$ cat src/rtl/mlb_pkg.sv
package mlb_pkg;
   // modem lane order, bit 0 upward: ri, cts, dcd, dsr
   typedef struct packed {
      logic dsr;
      logic dcd;
      logic cts;
      logic ri;
   } mdm_t;

   localparam int MDM_W = $bits(mdm_t);

   function automatic mdm_t route_ctl(input logic out2, input logic out1,
                                      input logic rts, input logic dtr);
      mdm_t m;
      m.ri  = out2;
      m.dcd = out1;
      m.cts = rts;
      m.dsr = dtr;
      return m;
   endfunction
endpackage

$ cat src/rtl/mlb_sync.sv
module mlb_sync #(
   parameter int W      = 4,
   parameter int STAGES = 2
) (
   input  logic         clk,
   input  logic         rst_n,
   input  logic [W-1:0] d,
   output logic [W-1:0] q
);
   logic [W-1:0] chain [STAGES];

   generate
      if (STAGES < 2) begin : g_bad_stages
         $error("mlb_sync: STAGES must be at least 2");
      end
      for (genvar s = 0; s < STAGES; s++) begin : g_stage
         always_ff @(posedge clk or negedge rst_n) begin
            if (!rst_n)
               chain[s] <= '0;
            else if (s == 0)
               chain[s] <= d;
            else
               chain[s] <= chain[(s == 0) ? 0 : s-1];
         end
      end
   endgenerate

   assign q = chain[STAGES-1];
endmodule

$ cat src/rtl/mlb_map.sv
module mlb_map
   import mlb_pkg::*;
(
   input  logic clk,
   input  logic rst_n,
   input  logic ctl_wr,
   input  logic ctl_lb,
   input  logic ctl_out2,
   input  logic ctl_out1,
   input  logic ctl_rts,
   input  logic ctl_dtr,
   output logic lb_q,
   output mdm_t lb_flags,
   output mdm_t int_q
);
   mdm_t routed;
   mdm_t int_rebuilt;
   logic upd;

   assign routed = route_ctl(ctl_out2, ctl_out1, ctl_rts, ctl_dtr);
   assign upd    = ctl_wr & ctl_lb;

   // every lane is cleared first, then set from the routed value
   always_comb begin
      int_rebuilt = '0;
      if (routed.dsr) int_rebuilt.dsr = 1'b1;
      if (routed.dcd) int_rebuilt.dcd = 1'b1;
      if (routed.cts) int_rebuilt.cts = 1'b1;
      if (routed.ri)  int_rebuilt.ri  = 1'b1;
   end

   always_ff @(posedge clk or negedge rst_n) begin
      if (!rst_n) begin
         lb_q     <= 1'b0;
         lb_flags <= '0;
         int_q    <= '0;
      end else begin
         if (ctl_wr) lb_q <= ctl_lb;
         if (upd) begin
            lb_flags <= routed;
            int_q    <= int_rebuilt;
         end
      end
   end
endmodule

$ cat src/rtl/mlb_rxsel.sv
module mlb_rxsel #(
   parameter int DW = 8
) (
   input  logic          clk,
   input  logic          rst_n,
   input  logic          lb_q,
   input  logic          tx_wr,
   input  logic [DW-1:0] tx_data,
   input  logic          ext_rx_valid,
   input  logic [DW-1:0] ext_rx_data,
   input  logic          ext_brk,
   input  logic          lcr_wr,
   input  logic          lcr_brk,
   output logic          push,
   output logic [DW-1:0] push_data,
   output logic          push_brk
);
   logic          brk_q;
   logic          brk_pend;
   logic          brk_rise;
   logic          chr_req;
   logic [DW-1:0] chr_data;
   logic          brk_req;
   logic          n_push;
   logic [DW-1:0] n_data;
   logic          n_brk;
   logic          n_pend;

   assign brk_rise = lcr_wr & lcr_brk & ~brk_q;
   assign chr_req  = lb_q ? tx_wr : ext_rx_valid;
   assign chr_data = lb_q ? tx_data : ext_rx_data;
   assign brk_req  = lb_q ? brk_rise : ext_brk;

   always_comb begin
      n_push = 1'b0;
      n_data = '0;
      n_brk  = 1'b0;
      n_pend = brk_pend;
      if (chr_req) begin
         n_push = 1'b1;
         n_data = chr_data;
         n_pend = brk_pend | brk_req;
      end else if (brk_pend | brk_req) begin
         n_push = 1'b1;
         n_brk  = 1'b1;
         n_pend = 1'b0;
      end
   end

   always_ff @(posedge clk or negedge rst_n) begin
      if (!rst_n) begin
         brk_q     <= 1'b0;
         brk_pend  <= 1'b0;
         push      <= 1'b0;
         push_data <= '0;
         push_brk  <= 1'b0;
      end else begin
         if (lcr_wr) brk_q <= lcr_brk;
         brk_pend  <= n_pend;
         push      <= n_push;
         push_data <= n_data;
         push_brk  <= n_brk;
      end
   end
endmodule

$ cat src/rtl/uart_mdm_loop.sv
module uart_mdm_loop
   import mlb_pkg::*;
#(
   parameter int DW          = 8,
   parameter int SYNC_STAGES = 2
) (
   input  logic          clk,
   input  logic          rst_n,
   input  logic          ctl_wr,
   input  logic          ctl_lb,
   input  logic          ctl_out2,
   input  logic          ctl_out1,
   input  logic          ctl_rts,
   input  logic          ctl_dtr,
   input  logic          lcr_wr,
   input  logic          lcr_brk,
   input  logic          tx_wr,
   input  logic [DW-1:0] tx_data,
   input  logic          ext_rx_valid,
   input  logic [DW-1:0] ext_rx_data,
   input  logic          ext_brk,
   input  logic [3:0]    mdm_pins,
   output logic [3:0]    ms_flags,
   output logic [3:0]    ms_int,
   output logic          rx_push,
   output logic [DW-1:0] rx_push_data,
   output logic          rx_push_brk
);
   generate
      if (DW < 1) begin : g_bad_dw
         $error("uart_mdm_loop: DW must be positive");
      end
      if (MDM_W != 4) begin : g_bad_mdm
         $error("uart_mdm_loop: modem vector must be four lanes");
      end
   endgenerate

   logic [MDM_W-1:0] pins_s;
   logic             lb_q;
   mdm_t             lb_flags;
   mdm_t             int_q;

   mlb_sync #(.W(MDM_W), .STAGES(SYNC_STAGES)) u_sync (
      .clk(clk), .rst_n(rst_n), .d(mdm_pins), .q(pins_s)
   );

   mlb_map u_map (
      .clk(clk), .rst_n(rst_n), .ctl_wr(ctl_wr), .ctl_lb(ctl_lb),
      .ctl_out2(ctl_out2), .ctl_out1(ctl_out1), .ctl_rts(ctl_rts),
      .ctl_dtr(ctl_dtr), .lb_q(lb_q), .lb_flags(lb_flags), .int_q(int_q)
   );

   mlb_rxsel #(.DW(DW)) u_rx (
      .clk(clk), .rst_n(rst_n), .lb_q(lb_q), .tx_wr(tx_wr), .tx_data(tx_data),
      .ext_rx_valid(ext_rx_valid), .ext_rx_data(ext_rx_data), .ext_brk(ext_brk),
      .lcr_wr(lcr_wr), .lcr_brk(lcr_brk), .push(rx_push),
      .push_data(rx_push_data), .push_brk(rx_push_brk)
   );

   assign ms_flags = lb_q ? lb_flags : pins_s;
   assign ms_int   = int_q;
endmodule

$ cat config.mk
export PLATFORM = sky130hd
export DESIGN_NAME = uart_mdm_loop
export DESIGN_NICKNAME = d
export VERILOG_FILES = /design/src/rtl/mlb_pkg.sv /design/src/rtl/mlb_sync.sv /design/src/rtl/mlb_map.sv /design/src/rtl/mlb_rxsel.sv /design/src/rtl/uart_mdm_loop.sv
export SDC_FILE = /design/constraint.sdc
export NUM_CORES = 1
export LEC_CHECK = 0
export ABC_AREA = 1
export BUFFER_PORTS_ARGS = -buffer_cell sky130_fd_sc_hd__buf_4
export CAP_MARGIN = 30
export CORE_MARGIN = 8
export CORE_UTILIZATION = 43
export DETAILED_ROUTE_END_ITERATION = 7
export PLACE_DENSITY = 0.79
export RECOVER_POWER = 25
export SETUP_SLACK_MARGIN = 0.4
export SYNTH_ARGS = -nofsm -noshare
export SYNTH_HDL_FRONTEND = slang
export SYNTH_SLANG_ARGS = --single-unit
$ cat constraint.sdc
create_clock -name clk -period 1.5 [get_ports clk]
set_clock_uncertainty 0.05 [all_clocks]
set_input_delay 0.375 -clock clk [delete_from_list [all_inputs] [get_ports clk]]
set_output_delay 0.375 -clock clk [all_outputs]
set_load 0.1 [all_outputs]
# Yosys cells after proc, flatten, opt, wreduce, memory -nomap -nowiden
# Index checks and enable logic that the tools add are counted.
# W data, S select, Z words.
[word_totals] regBits=29 input_bits=33 wordCells=36
[op_classes] mux=14 bitwise_logic=5 reduce_logical=1
[ops] op="$mux W8" count=2
[ops] op="$mux W1" count=11
[ops] op="$mux W4" count=1
[ops] op="$and A1 B1 Y1" count=3
[ops] op="$reduce_bool A2 Y1" count=1
[ops] op="$not A1 Y1" count=1
[ops] op="$or A1 B1 Y1" count=1

# Depth between registers and ports, before layout
[depth] ltp_word=6 ltp_mapped=6 depth_no_buf=5

# Hierarchy
# From an unflattened synthesis, not the netlist that was laid out.
[hier_totals] hier_cells=120 area_unflattened_um2=1091.0
[by_module_without_submodules] module="mlb_rxsel" n_inst=1 cells_per_inst=71 area_each_um2=591.8 seq_area_each_um2=300.3
[by_module_without_submodules] module="mlb_sync" n_inst=1 cells_per_inst=12 area_each_um2=230.2 seq_area_each_um2=200.2
[by_module_without_submodules] module="mlb_map" n_inst=1 cells_per_inst=24 area_each_um2=220.2 seq_area_each_um2=125.1
[by_module_without_submodules] module="uart_mdm_loop" n_inst=1 cells_per_inst=13 area_each_um2=48.8 seq_area_each_um2=0.0

# Worst setup path after synthesis
# No wires, ideal clock.
[synth_timing] path_type="flip-flop to output port" start="register u_map.int_q[0] (netlist name)" end="output ms_flags[0]" arrival_ns=1.705 required_ns=1.075 path_slack_ns=-0.630 path_stages_with_launch=3 path_buffers=0 path_cell_list="dfrtp_1 nand2_1 nand2_1"
[synth_rtl] item="to (decl)" line_no="uart_mdm_loop.sv:23" text="output logic [3:0] ms_flags,"

# Final worst setup path
[layout_timing] start="register u_map.lb_q" end="output ms_flags[0]"
[layout_between] elab_chain_cells=1
[layout_lines] item="from (decl)" line_no="mlb_map.sv:12" text="output logic lb_q,"
[layout_lines] item="from (signal assigned)" line_no="mlb_map.sv:38" text="if (ctl_wr) lb_q <= ctl_lb;"
[layout_lines] item="$mux W4" line_no="uart_mdm_loop.sv:60" text="assign ms_flags = lb_q ? lb_flags : pins_s;"
# No other way between the ends.

==> out/metrics.csv <==
stage;metric;value;unit
routing;ant_nets;0;
final_layout;layout-drive-gt1-share;55.2;%
logic_synthesis;ys_warn_count;0;
worst_setup_path;cp.depth;4;
run_status;violations;negative setup slack;
worst_setup_path;worst-path-buf-inv;2;
worst_setup_path;cp_top_family;flip-flops;
worst_setup_path;r2r_slack;0.08;ns
timing;period_share;111;%
grt;overflow;0;
run_status;status;finished with violations;
cts;htree_levels;1;
routing;drc;0;
routing;drt-initial-drc-count;33;
worst_setup_path;r2r_cells;8;
timing;worstMarginPinSlew;0.593;ns
worst_setup_path;critPathMaxStageDelay;0.43;ns
worst_setup_path;required;1.07;ns
worst_setup_path;crit_path_max_fanout;7;
floorplanning;die_w;63.4;um
hold_path;hold_path_class;primary input to flip-flop;
floorplanning;die_area;0.00402;mm2
grt;grt_pass1_wl;5580;um
timing;hold_viol_final;0;
floorplanning;core.rowCount;17;
cts;insertion_delay;0.32;ns
logic_synthesis;synthArstFlopShare;100;%
logic_synthesis;yosysTopAreaCellShare;64.7;%
logic_synthesis;synth_area_leader_cell;dfrtp_1;
floorplanning;die_h;63.4;um
logic_synthesis;synth_edf_count;0;
logic_synthesis;synthTopCellsByArea;dfrtp_1, nand2_1, inv_1;
pwr;power_density;1110;mW/mm2
worst_setup_path;crit_chain;buf_6, nand2_4, nand2_8, buf_12;
pwr;ir_drop;1100;uV
routing;vias_per_cell;4.96;
cts;cts_tree;yes;
logic_synthesis;synth_common_cells;nand2_1, dfrtp_1, inv_1;
floorplanning;num_io_pins;51;
logic_synthesis;synth.net_count;143;
cts;clk_pin_slew_worst_paths;0.13;ns
timing;post-route-min-period;1.66;ns
timing;rsz0062_at_grt;yes;
routing;wire_per_inst;16.9;um
final_layout;post-route-util;87.6;%
cts;cts_sinks;25;
worst_setup_path;start_kind;flip-flop;
placed_design;dp_hpwl;2060;um
routing;routed_wl;3410;um
logic_synthesis;synth_most_common_cell;nand2_1;
cts;cts_buffers;3;
timing;setup_ws;-0.159;ns
worst_setup_path;crit_type;flip-flop to primary output;
logic_synthesis;syn_area;967;um2
final_layout;synthToLayoutAreaGrowth;96.5;%
logic_synthesis;synthCells;110;
floorplanning;start_util;44.6;%
floorplanning;coreArea;0.00217;mm2
logic_synthesis;syn_avg_cell_area;8.79;um2
worst_setup_path;crit_arrival;1.23;ns
grt;grt_pass1_vias;1137;
routing;vias;1001;
pwr;p_leak;1.01;nW
worst_setup_path;slowest_stage;dfrtp_1;
routing;firstDrtPassIters;4;
logic_synthesis;synth_ff_type;dfrtp_1;
logic_synthesis;yosysSeqAreaShare;64.7;%
grt;grt_usage;17.3;%
timing;setup_viol;4;
pwr;finalPower;2.10;mW
placed_design;place.gp.congestion;0.869;
grt;grt_start_max_net_pins;26;
logic_synthesis;ys_types;9;
hold_path;hold_path_depth;1;
cts;cts_root_buf;clkbuf_4;
job;maxCapViolations;0;
placed_design;numPortBuffers;50;
logic_synthesis;synth_seq_cells;25;
timing;slew_headroom;60.5;%
worst_setup_path;worstSetupEndpointType;primary output;
grt;antenna_found_initial;0;
timing;drv_slew;0;
timing;fmax;603;MHz
final_layout;fillers;88;
final_layout;insertedDiodeCount;0;
final_layout;nets;208;
cts;clockBufferDepth;2;
-- layer usage --
metal	track usage (%)	vias to the layer above	routed length, um
met5	0	-	0
met4	11.4	0	192
met3	6.36	20	297
met2	30.0	69	1740
met1	16.6	456	1180
li1	-	456	-
-- final timing paths --
kind / start / to
max: u_map.lb_q / ms_flags[0]
min: mdm_pins[2] / u_sync.chain[6]
max reg2reg: u_map.lb_q / u_rx.push
min reg2reg: u_sync.chain[4] / u_sync.q[0]
max in group asynchronous: rst_n / u_map.int_q[0]
min in group asynchronous: rst_n / u_rx.brk_pend
-- sequential cells by signal, summed over array words and instances (netlist names) --
| signal | count |
|---|---|
| u_map.lb_q | 1 |
| u_map.lb_flags | 3 |
| u_rx.push_data | 8 |
| u_rx.brk_q | 1 |
| u_rx.push | 1 |
| u_sync.chain | 4 |
| u_map.int_q | 1 |
| u_sync.q | 4 |
| u_rx.brk_pend | 1 |
| u_rx.push_brk | 1 |
-- placed cells by master (no fill, tap or decap), types with 3 or more instances in the layout --
master and instances:
buf_12 18, buf_4 34, clkbuf_4 7, dfrtp_1 11, dfrtp_2 10, dfrtp_4 4, inv_1 11, nand2_1 45
nand2_4 9, nand2_8 4, nand3_1 4, nor2_1 3
-- cell type report --
cell class	instances	area (um2)	share of cell area [%]
flip-flops and latches	25	653	34.4
inverters	13	51.3	2.70
multi-input cells	71	437	23.0
well taps	28	35.0	1.84
clock buffers	4	26.3	1.38
repair buffers	61	698	36.7
-- through the flow --
step	setup TNS (ns)	instances	area [um2]	hold WS (ns)	setup WS, ns
3_5_place_dp	0	190	1530	0.238	0.0246
3_3_place_gp	0	190	1530	0.229	0.0654
4_1_cts	-0.625	202	1900	0.0965	-0.158
2_1_floorplan	0	110	1110	0.0294	0.152
6_report	-0.627	202	1900	0.124	-0.159
5_1_grt	-0.873	202	1900	0.100	-0.224
-- repair_timing --
| item | 4_1_cts | 5_1_grt |
|---|---|---|
| pin swaps | 8 | 0 |
| setup endpoints to repair | 29 | 29 |
| cloned | 1 | 0 |
| resized for setup | 68 | 0 |
| hold buffers | 1 | 0 |
| setup buffers | 6 | 0 |
| hold endpoints to repair | 25 | 0 |
-- worst register-to-register path, cell delays in order, from the launching register on --
cell and delay (ns):
dfrtp_1 0.43, inv_4 0.10, buf_4 0.15, buf_6 0.11
buf_8 0.13, nand2_2 0.06, nand2_1 0.07, nor2_2 0.12
nand2_1 0.09
-- cells by family (layout without fill, tap and decap cells) --
| logic type | count (synthesis) | after routing | synth area share (%) |
|---|---|---|---|
| simple gates | 67 | 67 | 26.5 |
| flops | 25 | 25 | 64.7 |
| buf+inv | 15 | 78 | 6.08 |
| compound gates | 3 | 4 | 2.72 |
-- power by group --
part | internal [mW] | switching, mW | leakage, nW | total [mW]
clock network | 0.104 | 0.196 | 0.0150 | 0.300
registers | 0.748 | 0.0632 | 0.290 | 0.811
logic | 0.370 | 0.620 | 0.706 | 0.990
total | 1.22 | 0.880 | 1.01 | 2.10
Note: power is estimated with default switching activity, not from simulation.
